<file path="src/rtl/cfg_seq_pkg.sv">
package cfg_seq_pkg;
    localparam int ADDR_W = 5;
    localparam int DATA_W = 32;
    localparam int WORD_W = ADDR_W + DATA_W;

    localparam logic [ADDR_W-1:0] RA_CRC = 5'd0;
    localparam logic [ADDR_W-1:0] RA_FAR = 5'd1;
    localparam logic [ADDR_W-1:0] RA_FDI = 5'd2;
    localparam logic [ADDR_W-1:0] RA_CMD = 5'd4;
    localparam logic [ADDR_W-1:0] RA_OPT = 5'd9;
    localparam logic [ADDR_W-1:0] RA_ID  = 5'd12;

    localparam logic [4:0] CMD_WCFG   = 5'd1;
    localparam logic [4:0] CMD_RCRC   = 5'd3;
    localparam logic [4:0] CMD_START  = 5'd5;
    localparam logic [4:0] CMD_ACT    = 5'd10;
    localparam logic [4:0] CMD_DESYNC = 5'd13;

    localparam logic [DATA_W-1:0] CRC_POLY = 32'h1EDC6F41;

    typedef enum logic [2:0] {
        PH_WAIT_ID = 3'd0,
        PH_SETUP   = 3'd1,
        PH_ADDR    = 3'd2,
        PH_WRITE   = 3'd3,
        PH_ACTIVE  = 3'd4,
        PH_ARMED   = 3'd5,
        PH_STARTUP = 3'd6
    } phase_e;

    typedef struct packed {
        logic [ADDR_W-1:0] addr;
        logic [DATA_W-1:0] data;
    } cfg_wr_t;

    function automatic logic [DATA_W-1:0] crc_fold(input logic [DATA_W-1:0] c,
                                                   input logic [WORD_W-1:0] v);
        logic [DATA_W-1:0] r;
        logic fb;
        r = c;
        for (int i = WORD_W - 1; i >= 0; i--) begin
            fb = r[DATA_W-1] ^ v[i];
            r  = {r[DATA_W-2:0], 1'b0};
            if (fb) r = r ^ CRC_POLY;
        end
        return r;
    endfunction
endpackage

</file>
<file path="src/rtl/cfg_crc_acc.sv">
module cfg_crc_acc
    import cfg_seq_pkg::*;
(
    input  logic              clk,
    input  logic              rst,
    input  logic              fold,
    input  logic              clear,
    input  cfg_wr_t           wr,
    output logic [DATA_W-1:0] crc_q
);
    always_ff @(posedge clk) begin
        if (rst || clear) crc_q <= '0;
        else if (fold)    crc_q <= crc_fold(crc_q, wr);
    end

    assert_clear_R10: assert property (@(posedge clk) disable iff (rst)
        $past(clear) |-> crc_q == '0);
endmodule

</file>
<file path="src/rtl/cfg_frame_ctr.sv">
module cfg_frame_ctr
    import cfg_seq_pkg::*;
#(
    parameter int FRAME_WORDS = 101,
    localparam int IDX_W = $clog2(FRAME_WORDS)
) (
    input  logic              clk,
    input  logic              rst,
    input  logic              load,
    input  logic [DATA_W-1:0] load_addr,
    input  logic              step,
    output logic [DATA_W-1:0] frame_addr,
    output logic [IDX_W-1:0]  word_idx,
    output logic              any_frame
);
    localparam logic [IDX_W-1:0] LAST_IDX = IDX_W'(FRAME_WORDS - 1);

    always_ff @(posedge clk) begin
        if (rst) begin
            frame_addr <= '0;
            word_idx   <= '0;
            any_frame  <= 1'b0;
        end else if (load) begin
            frame_addr <= load_addr;
            word_idx   <= '0;
        end else if (step) begin
            if (word_idx == LAST_IDX) begin
                word_idx   <= '0;
                frame_addr <= frame_addr + 1'b1;
                any_frame  <= 1'b1;
            end else begin
                word_idx <= word_idx + 1'b1;
            end
        end
    end

    assert_idx_range_R5: assert property (@(posedge clk) disable iff (rst)
        word_idx <= LAST_IDX);
    assert_addr_step_R5: assert property (@(posedge clk) disable iff (rst)
        (frame_addr != $past(frame_addr)) |-> ($past(load) || $past(step)));
endmodule

</file>
<file path="src/rtl/cfg_startup_ctr.sv">
module cfg_startup_ctr #(
    parameter int STUP_PHASES = 8,
    localparam int PW = $clog2(STUP_PHASES)
) (
    input  logic          clk,
    input  logic          rst,
    input  logic          run,
    input  logic          tick,
    output logic [PW-1:0] phase,
    output logic          done
);
    localparam logic [PW-1:0] LAST = PW'(STUP_PHASES - 1);

    always_ff @(posedge clk) begin
        if (rst) begin
            phase <= '0;
            done  <= 1'b0;
        end else if (run && tick && !done) begin
            if (phase == LAST) done  <= 1'b1;
            else               phase <= phase + 1'b1;
        end
    end

    assert_phase_step_R8: assert property (@(posedge clk) disable iff (rst)
        (phase != $past(phase)) |-> ($past(run) && $past(tick)));
    assert_done_last_R8: assert property (@(posedge clk) disable iff (rst)
        done |-> phase == LAST);
endmodule

</file>
<file path="src/rtl/cfg_seq_ctrl.sv">
module cfg_seq_ctrl
    import cfg_seq_pkg::*;
#(
    parameter logic [31:0] DEVICE_ID   = 32'h5A17_C0DE,
    parameter int          FRAME_WORDS = 101,
    parameter int          STUP_PHASES = 8
) (
    input  logic                           clk,
    input  logic                           rst,
    input  logic                           wr_en,
    input  logic [4:0]                     wr_addr,
    input  logic [31:0]                    wr_data,
    input  logic                           stup_tick,
    output logic                           wdog_off,
    output logic                           ic_hiz,
    output logic                           ff_activate,
    output logic                           desync,
    output logic                           frame_word_ok,
    output logic [31:0]                    frame_addr,
    output logic [$clog2(FRAME_WORDS)-1:0] word_idx,
    output logic                           stup_done,
    output logic [15:0]                    status
);
    localparam int PW = $clog2(STUP_PHASES);

    phase_e            ph_q, ph_n;
    logic              err_q, set_err;
    logic [3:0]        opt_q, opt_set;
    logic              rel_q, armed_q;
    logic              fr_load, fr_step, ff_p, ds_p, arm_p;
    logic              crc_fold_en, crc_clr;
    logic [DATA_W-1:0] crc_q;
    logic              any_frame;
    logic [PW-1:0]     stup_phase;
    logic [4:0]        cmd;
    cfg_wr_t           wr;

    assign wr  = '{addr: wr_addr, data: wr_data};
    assign cmd = wr_data[4:0];

    always_comb begin
        ph_n        = ph_q;
        set_err     = 1'b0;
        opt_set     = '0;
        fr_load     = 1'b0;
        fr_step     = 1'b0;
        ff_p        = 1'b0;
        ds_p        = 1'b0;
        arm_p       = 1'b0;
        crc_clr     = 1'b0;
        crc_fold_en = 1'b0;
        if (wr_en && !err_q) begin
            crc_fold_en = (wr_addr != RA_CRC) &&
                          !(wr_addr == RA_CMD && cmd == CMD_RCRC);
            unique case (wr_addr)
                RA_CRC: set_err = (wr_data != crc_q);
                RA_ID: begin
                    if (ph_q == PH_WAIT_ID && wr_data == DEVICE_ID) ph_n = PH_SETUP;
                    else set_err = 1'b1;
                end
                RA_OPT: begin
                    if (ph_q == PH_SETUP) opt_set = wr_data[3:0];
                    else set_err = 1'b1;
                end
                RA_FAR: begin
                    if (ph_q == PH_SETUP && (&opt_q)) begin
                        fr_load = 1'b1;
                        ph_n    = PH_ADDR;
                    end else set_err = 1'b1;
                end
                RA_FDI: begin
                    if (ph_q == PH_WRITE) fr_step = 1'b1;
                    else set_err = 1'b1;
                end
                RA_CMD: begin
                    unique case (cmd)
                        CMD_RCRC: crc_clr = 1'b1;
                        CMD_WCFG: begin
                            if (ph_q == PH_ADDR) ph_n = PH_WRITE;
                            else set_err = 1'b1;
                        end
                        CMD_ACT: begin
                            if (ph_q == PH_WRITE && word_idx == '0 && any_frame) begin
                                ff_p = 1'b1;
                                ph_n = PH_ACTIVE;
                            end else set_err = 1'b1;
                        end
                        CMD_START: begin
                            if (ph_q == PH_ACTIVE) begin
                                arm_p = 1'b1;
                                ph_n  = PH_ARMED;
                            end else set_err = 1'b1;
                        end
                        CMD_DESYNC: begin
                            if (ph_q == PH_ARMED) begin
                                ds_p = 1'b1;
                                ph_n = PH_STARTUP;
                            end else set_err = 1'b1;
                        end
                        default: ;
                    endcase
                end
                default: ;
            endcase
            if (set_err) ph_n = ph_q;
        end
    end

    always_ff @(posedge clk) begin
        if (rst) begin
            ph_q          <= PH_WAIT_ID;
            err_q         <= 1'b0;
            opt_q         <= '0;
            rel_q         <= 1'b0;
            armed_q       <= 1'b0;
            ff_activate   <= 1'b0;
            desync        <= 1'b0;
            frame_word_ok <= 1'b0;
        end else begin
            ph_q          <= ph_n;
            err_q         <= err_q | set_err;
            opt_q         <= opt_q | opt_set;
            rel_q         <= rel_q | ff_p;
            armed_q       <= armed_q | arm_p;
            ff_activate   <= ff_p;
            desync        <= ds_p;
            frame_word_ok <= fr_step;
        end
    end

    cfg_crc_acc u_crc (
        .clk(clk), .rst(rst), .fold(crc_fold_en), .clear(crc_clr),
        .wr(wr), .crc_q(crc_q)
    );

    cfg_frame_ctr #(.FRAME_WORDS(FRAME_WORDS)) u_frame (
        .clk(clk), .rst(rst), .load(fr_load), .load_addr(wr_data), .step(fr_step),
        .frame_addr(frame_addr), .word_idx(word_idx), .any_frame(any_frame)
    );

    cfg_startup_ctr #(.STUP_PHASES(STUP_PHASES)) u_stup (
        .clk(clk), .rst(rst), .run(ph_q == PH_STARTUP && !err_q),
        .tick(stup_tick), .phase(stup_phase), .done(stup_done)
    );

    assign wdog_off = opt_q[0];
    assign ic_hiz   = opt_q[3] & ~rel_q;
    assign status   = {5'b0, armed_q, ic_hiz, wdog_off, err_q, stup_done,
                       3'(stup_phase), ph_q};

    assert_err_sticky_R11: assert property (@(posedge clk) disable iff (rst)
        $past(err_q) |-> err_q);
    assert_frame_gate_R11: assert property (@(posedge clk) disable iff (rst)
        frame_word_ok |-> ($past(ph_q) == PH_WRITE && !$past(err_q)));
    assert_strobe_excl_R7: assert property (@(posedge clk) disable iff (rst)
        !(ff_activate && desync));
    assert_desync_order_R7: assert property (@(posedge clk) disable iff (rst)
        desync |-> $past(ph_q) == PH_ARMED);
    assert_activate_boundary_R6: assert property (@(posedge clk) disable iff (rst)
        ff_activate |-> ($past(word_idx) == '0 && $past(any_frame)));
endmodule

</file>
<file path="config.mk">
export PLATFORM = sky130hd
export DESIGN_NAME = cfg_seq_ctrl
export DESIGN_NICKNAME = d
export VERILOG_FILES = /design/src/rtl/cfg_seq_pkg.sv /design/src/rtl/cfg_crc_acc.sv /design/src/rtl/cfg_frame_ctr.sv /design/src/rtl/cfg_startup_ctr.sv /design/src/rtl/cfg_seq_ctrl.sv
export SDC_FILE = /design/constraint.sdc
export NUM_CORES = 1
export LEC_CHECK = 0
export ABC_AREA = 1
export CAP_MARGIN = 20
export CORE_ASPECT_RATIO = 0.6
export CORE_MARGIN = 2
export CORE_UTILIZATION = 30
export CTS_CLUSTER_DIAMETER = 200
export CTS_CLUSTER_SIZE = 25
export DETAILED_ROUTE_END_ITERATION = 10
export REMOVE_ABC_BUFFERS = 1
export SYNTH_ARGS = -nofsm -noshare
export SYNTH_HDL_FRONTEND = slang
export SYNTH_SLANG_ARGS = --single-unit
</file>
<file path="constraint.sdc">
create_clock -name clk -period 11 [get_ports clk]
set_input_delay 1.1 -clock clk [delete_from_list [all_inputs] [get_ports clk]]
set_output_delay 1.1 -clock clk [all_outputs]
set_load 0.02 [all_outputs]
</file>
# Word-level counts from Yosys, hierarchy flattened
# Cells that the tools add are included.
# word_totals
regBits,89
in_bits,41
output_inout_bits,61
elab_cells,314
# classes
addsub,3
n_eq_ne,27
muxes,155
bitwise,86
reduce_logical,29
# ops
cell,count
$mux 32,75
$mux 29,37
$not 17->17,37
$xor 1x1->1,37
$add 32x1->32 const B,1
$eq 32x31->1 const B,1
$ne 32x32->1,1
$mux 1,29
$eq 5x4->1 const B,4
$mux 3,6
$eq 3x3->1 const B,4
$mux 4,3
$ne 3x3->1 const B,4
$pmux 3 s4,1
$eq 5x1->1 const B,2
$eq 5x2->1 const B,2
$eq 5x3->1 const B,2
$logic_and 1x1->1,10
$reduce_and 10->1,1
$pmux 3 s3,1
$add 7x1->7 const B,1
$eq 7x7->1 const B,1
$logic_not 7->1,1
$mux 7,1
other kinds (23),38

# Longest topological paths before layout
# logic_depth
depth_word,149
mapped_depth,56
ltp_nobuf,54

# Cells and area by module
# Synthesis repeated with hierarchy kept, for this count alone.
# hier_totals
cells_unflattened,2481
area_unflattened_um2,14176.1
# by_module_without_submodules
mod,instances,cells_per_inst,area_per_inst_um2,seq_area_each_um2
cfg_crc_acc,1,1738,9643.0,640.6
cfg_frame_ctr,1,441,2753.9,800.8
cfg_seq_ctrl,1,276,1582.8,260.2
cfg_startup_ctr,1,26,196.4,80.1

# Least setup slack after synthesis
# OpenSTA, ideal clock, no wires.
# synth_timing
path_type,input -> register
from,input port wr_addr[4]
to,register u_crc.crc_q[9]
setup_ns,0.109
arrival_ns,5.112
required_time_ns,10.891
setup_slack_ns,5.779
path_stages,48
n_path_buf,4
path_cell_list,inv_1 -> nand2_1 -> nand2_2 -> buf_6 -> nand2_2 -> nand2_4 -> nand2_1 -> nand3_1 -> nand2_2 -> nand2_2 -> nand2_2 -> nand2_1 -> nand2_2 -> nand2_1 -> inv_2 -> nor2_2 -> nand3_2 -> nand2_2 -> [... 12 more ...] -> nand2_1 -> nand2_2 -> nand2_1 -> nand2_1 -> nand2_1 -> nand2_4 -> nand2_1 -> nand2_2 -> nand2_2 -> nand2_4 -> buf_6 -> xor2_2 -> xnor2_1 -> inv_1 -> nand2_1 -> nand3_1 -> nand2_1 -> inv_1
# synth_via
elab_chain_cells,126
elab_cells_between_ends,186
classes_between,eq/ne: 1; mux: 112; bitwise: 68; reduce/logical: 5
# synth_rtl
item,line,rtl
start: declaration,cfg_seq_ctrl.sv:11,"input logic [4:0] wr_addr,"
$xor 1x1->1,cfg_seq_pkg.sv:42,fb = r[DATA_W-1] ^ v[i];
$mux 29,cfg_seq_pkg.sv:44,if (fb) r = r ^ CRC_POLY;
$mux 32,cfg_crc_acc.sv:13,"else if (fold) crc_q <= crc_fold(crc_q, wr);"
$mux 32,cfg_crc_acc.sv:12,if (rst || clear) crc_q <= '0;
$not 17->17 (no line) / $mux 29 (equally long branches),--,
$mux 29 / $mux 32 (equally long branches),"cfg_seq_pkg.sv:44, cfg_crc_acc.sv:13",
"$mux 32, on equally long branches","cfg_crc_acc.sv:13, cfg_crc_acc.sv:12",
$mux 32 / $not 17->17 (equally long branches),--,
[... 110 more ...],--,
$mux 32,cfg_crc_acc.sv:13,
$mux 32,cfg_crc_acc.sv:12,
"$not 17->17 (no line), or another cell as far along",--,
$mux 29 / $mux 32 (equally long branches),"cfg_seq_pkg.sv:44, cfg_crc_acc.sv:12",
$mux 32,cfg_crc_acc.sv:13,
$mux 32,cfg_crc_acc.sv:12,
$not 17->17 (no line) / $xor 1x1->1 (equally long branches),--,
$mux 29,cfg_seq_pkg.sv:44,
end signal: assignment,cfg_crc_acc.sv:13,
end: declaration,cfg_crc_acc.sv:9,output logic [DATA_W-1:0] crc_q
# Several ways; a longest one is shown, not always the timed one. The select of a mux whose other input is x is not followed.
# A chain may end at the register's enable or synchronous reset.

# Worst setup path in the final report
# layout_timing
from,input port wr_addr[4]
to,register u_crc.crc_q[22]
# layout_via
elab_chain_cells,129
elab_cells_between_ends,186
classes_between,eq/ne: 1; mux: 112; bitwise: 68; reduce/logical: 5
# layout_rtl
item,line
$xor 1x1->1,cfg_seq_pkg.sv:42
$mux 29,cfg_seq_pkg.sv:44
$mux 32,cfg_crc_acc.sv:13
$mux 32,cfg_crc_acc.sv:12
$not 17->17 (no line),--
$mux 29,cfg_seq_pkg.sv:44
$mux 32,cfg_crc_acc.sv:13
$mux 32,cfg_crc_acc.sv:12
[... 113 more ...],--
$mux 29,cfg_seq_pkg.sv:44
$mux 32,cfg_crc_acc.sv:13
$mux 32,cfg_crc_acc.sv:12
$mux 29,cfg_seq_pkg.sv:44
$mux 32,cfg_crc_acc.sv:13
$mux 32,cfg_crc_acc.sv:12
$not 17->17 (no line),--
$mux 29,cfg_seq_pkg.sv:44
# Several ways; a longest one is shown, not always the timed one. The select of a mux whose other input is x is not followed.

==> impl_metrics.tcl <==
set metrics [dict create \
    status "finished clean" \
    hold_violations 0 \
    fin_nets 2449 \
    worstMarginPinSlew_ps 956.0 \
    regArea_um2 1782 \
    post_cts_resized 0 \
    multi_input_area_um2 9852 \
    period_share_pct 77.88 \
    layout-drive-gt1-share_pct 10.88 \
    die_x_um 274.9 \
    crit_arrival_ps 8840 \
    hold_class "flip-flop to flip-flop" \
    rows 59 \
    design_area_um2 14820 \
    core_area_um2 43410 \
    cts_made_buffers 9 \
    synth_most_common_cell "nand2_1" \
    synth-main-ff-cell "dfxtp_1" \
    grt_antenna_before_repair 0 \
    synth_edf_count 0 \
    max_freq_ghz 0.1167 \
    critPathMaxFanout 20 \
    synthCells 2352 \
    drv_slew 0 \
    regToRegEndpoint "u_crc.crc_q[22]" \
    grtUsageTotal_pct 24.13 \
    fin_setup_tns_ps 0 \
    wl_per_cell_um 18.79 \
    worst-setup-path-type "primary input to flip-flop" \
    remaining_drc_errors 0 \
    holdPathStages 1 \
    synth_top_family_by_area "simple AND/OR/NAND/NOR gates" \
    r2r_cells 45 \
    synth_common_cells "nand2_1 (927), nand3_1 (284), inv_1 (229)" \
    ant_nets 0 \
    port_buffers 96 \
    grt_pass1_vias 13526 \
    yosys.area_share.simple_pct 53.18 \
    cp_top_family "simple AND/OR/NAND/NOR gates" \
    synth-xor-area-share_pct 14.31 \
    vias 15490 \
    cts_max_level 3 \
    critPathSlowestCell "nand2_1" \
    grt_max_degree 37 \
    dieArea_um2 45770 \
    crit_path_frequent_cell "nand2_1" \
    drv_cap 0 \
    ys_async_sr_fraction_pct 0 \
    critPathLaunchType "primary input" \
    hold_buffers 0 \
    yosys-top-cells-area "nand2_1 (26%), dfxtp_1 (13%), nand3_1 (11%), xor2_1 (9.4%), inv_1 (6.5%)" \
    whs_ps 461.7 \
    rsz0062_at_grt "no" \
    grt_pass1_wl_mm 84.17 \
    syn-mean-instance-area_um2 5.616 \
    slowest_delay_ps 690 \
    drtPass1Iterations 6 \
    rr_startpoint "u_crc.crc_q[26]" \
    routed_wl_mm 56.14 \
    ys_ff_latch 89 \
    hold_end "rel_q" \
    drtIter0Drc 2145 \
    cts_tree "yes" \
    place_area_um2 14500 \
    die_h_um 166.5 \
    seq_area_frac_synth_pct 13.49 \
    vias_per_cell 5.186 \
    synth-compound-area-share_pct 6.385 \
    synth_cell_type_count 49 \
    synth_top_cell_area_share_pct 26.35 \
    overflow 0 \
    cp-end-kind "flip-flop" \
    start_util_pct 30.43 \
    cts_setup_buffers 0 \
    cts.sinks 89 \
    gp_congestion 1.007 \
    synthAdderAreaFrac_pct 0.4737 \
    ff2ff_setup_slack_ps 3180 \
    final.min_clock_period_ps 8567 \
    holdCritStartpoint "rel_q" \
    cp_num_buf_inv 5 \
    pin_count 102 \
    clk_pin_slew_ps 80 \
    fin_skew_ps 13.08 \
    clockBufferDepth 2 \
    cp_data_required_time_ps 11270 \
    synth_top_cell_by_area "nand2_1" \
    dp_hpwl_mm 46.48 \
    n_antenna_cell 0 \
    setup_viol 0 \
    clkLatencyLatePin_ps 360 \
    slew_headroom_pct 36.12 \
    yosys_warnings 0 \
    syn-cell-area_um2 13210 \
    syn2layout_area_growth_pct 12.22 \
    synthMuxAreaShare_pct 0 \
    cp.depth 47 \
    cts-root-buf "clkbuf_16" \
    n_fill_cell 4849 \
]
## metal layers
layer / track usage [%] / routed length, um / vias to the layer above
li1: - / - / 7480
met1: 38.63 / 27790 / 7211
met2: 30.43 / 20290 / 750
met3: 8.479 / 7502 / 49
met4: 2.562 / 559 / 0
met5: 0 / 0 / -
## cell type report
type	instances	area share (%)
multi-input cells	1901	66.47
flip-flops and latches	89	12.02
inverters	299	7.657
repair buffers	103	6.838
well taps	579	4.888
clock buffers	9	1.520
clock inverters	7	0.6078
## per-stage QoR
| stage | utilization (%) | instances | setup WS [ps] |
|---|---|---|---|
| 5_1_grt | 34.15 | 2987 | 2012 |
| 3_5_place_dp | 33.40 | 2970 | 2244 |
| 6_report | 34.15 | 2987 | 2433 |
| 3_3_place_gp | 33.40 | 2970 | 2364 |
| 4_1_cts | 34.13 | 2986 | 2626 |
| 2_1_floorplan | - | 2289 | 4886 |
## kinds of logic after synthesis
group                    after synthesis
buffers and inverters                366
AO/OA/AOI/OAI                        145
adder cells (fa/ha/maj)                5
AND/OR/NAND/NOR                     1535
other                                  1
flip-flops                            89
XOR/XNOR                             211
## registers in the layout, summed over array words and instances, names as in the netlist
signal and count:
desync 1, u_frame.word_idx 7, u_frame.any_frame 1, armed_q 1, err_q 1, rel_q 1
opt_q 4, u_crc.crc_q 32, u_stup.done 1, ph_q 3, u_frame.frame_addr 32, u_stup.phase 3
ff_activate 1, frame_word_ok 1
## placed cells by master, fill, tap and decap left out, drive strengths merged, types with 10 or more instances in the layout
master         count
xnor2             65
nand3            308
clkdlybuf4s50     96
o22ai             10
nand4             30
nor3              26
a21oi             58
o21ai             42
nand2           1061
inv              298
or2               12
nor2              80
dfxtp             89
xor2             144
## worst max-delay path by stage
stage,start,slack (ps),end
6_report,wr_addr[4],2430,u_crc.crc_q[22]
3_3_place_gp,wr_addr[4],2360,u_crc.crc_q[22]
2_1_floorplan,wr_addr[4],4890,u_crc.crc_q[15]
4_1_cts,wr_addr[4],2630,u_crc.crc_q[22]
5_1_grt,wr_addr[4],2010,u_crc.crc_q[22]
3_5_place_dp,wr_addr[4],2240,u_crc.crc_q[22]
Power is not shown: default switching activity piles up to over one toggle a cycle in this logic, so the estimate is an artifact.
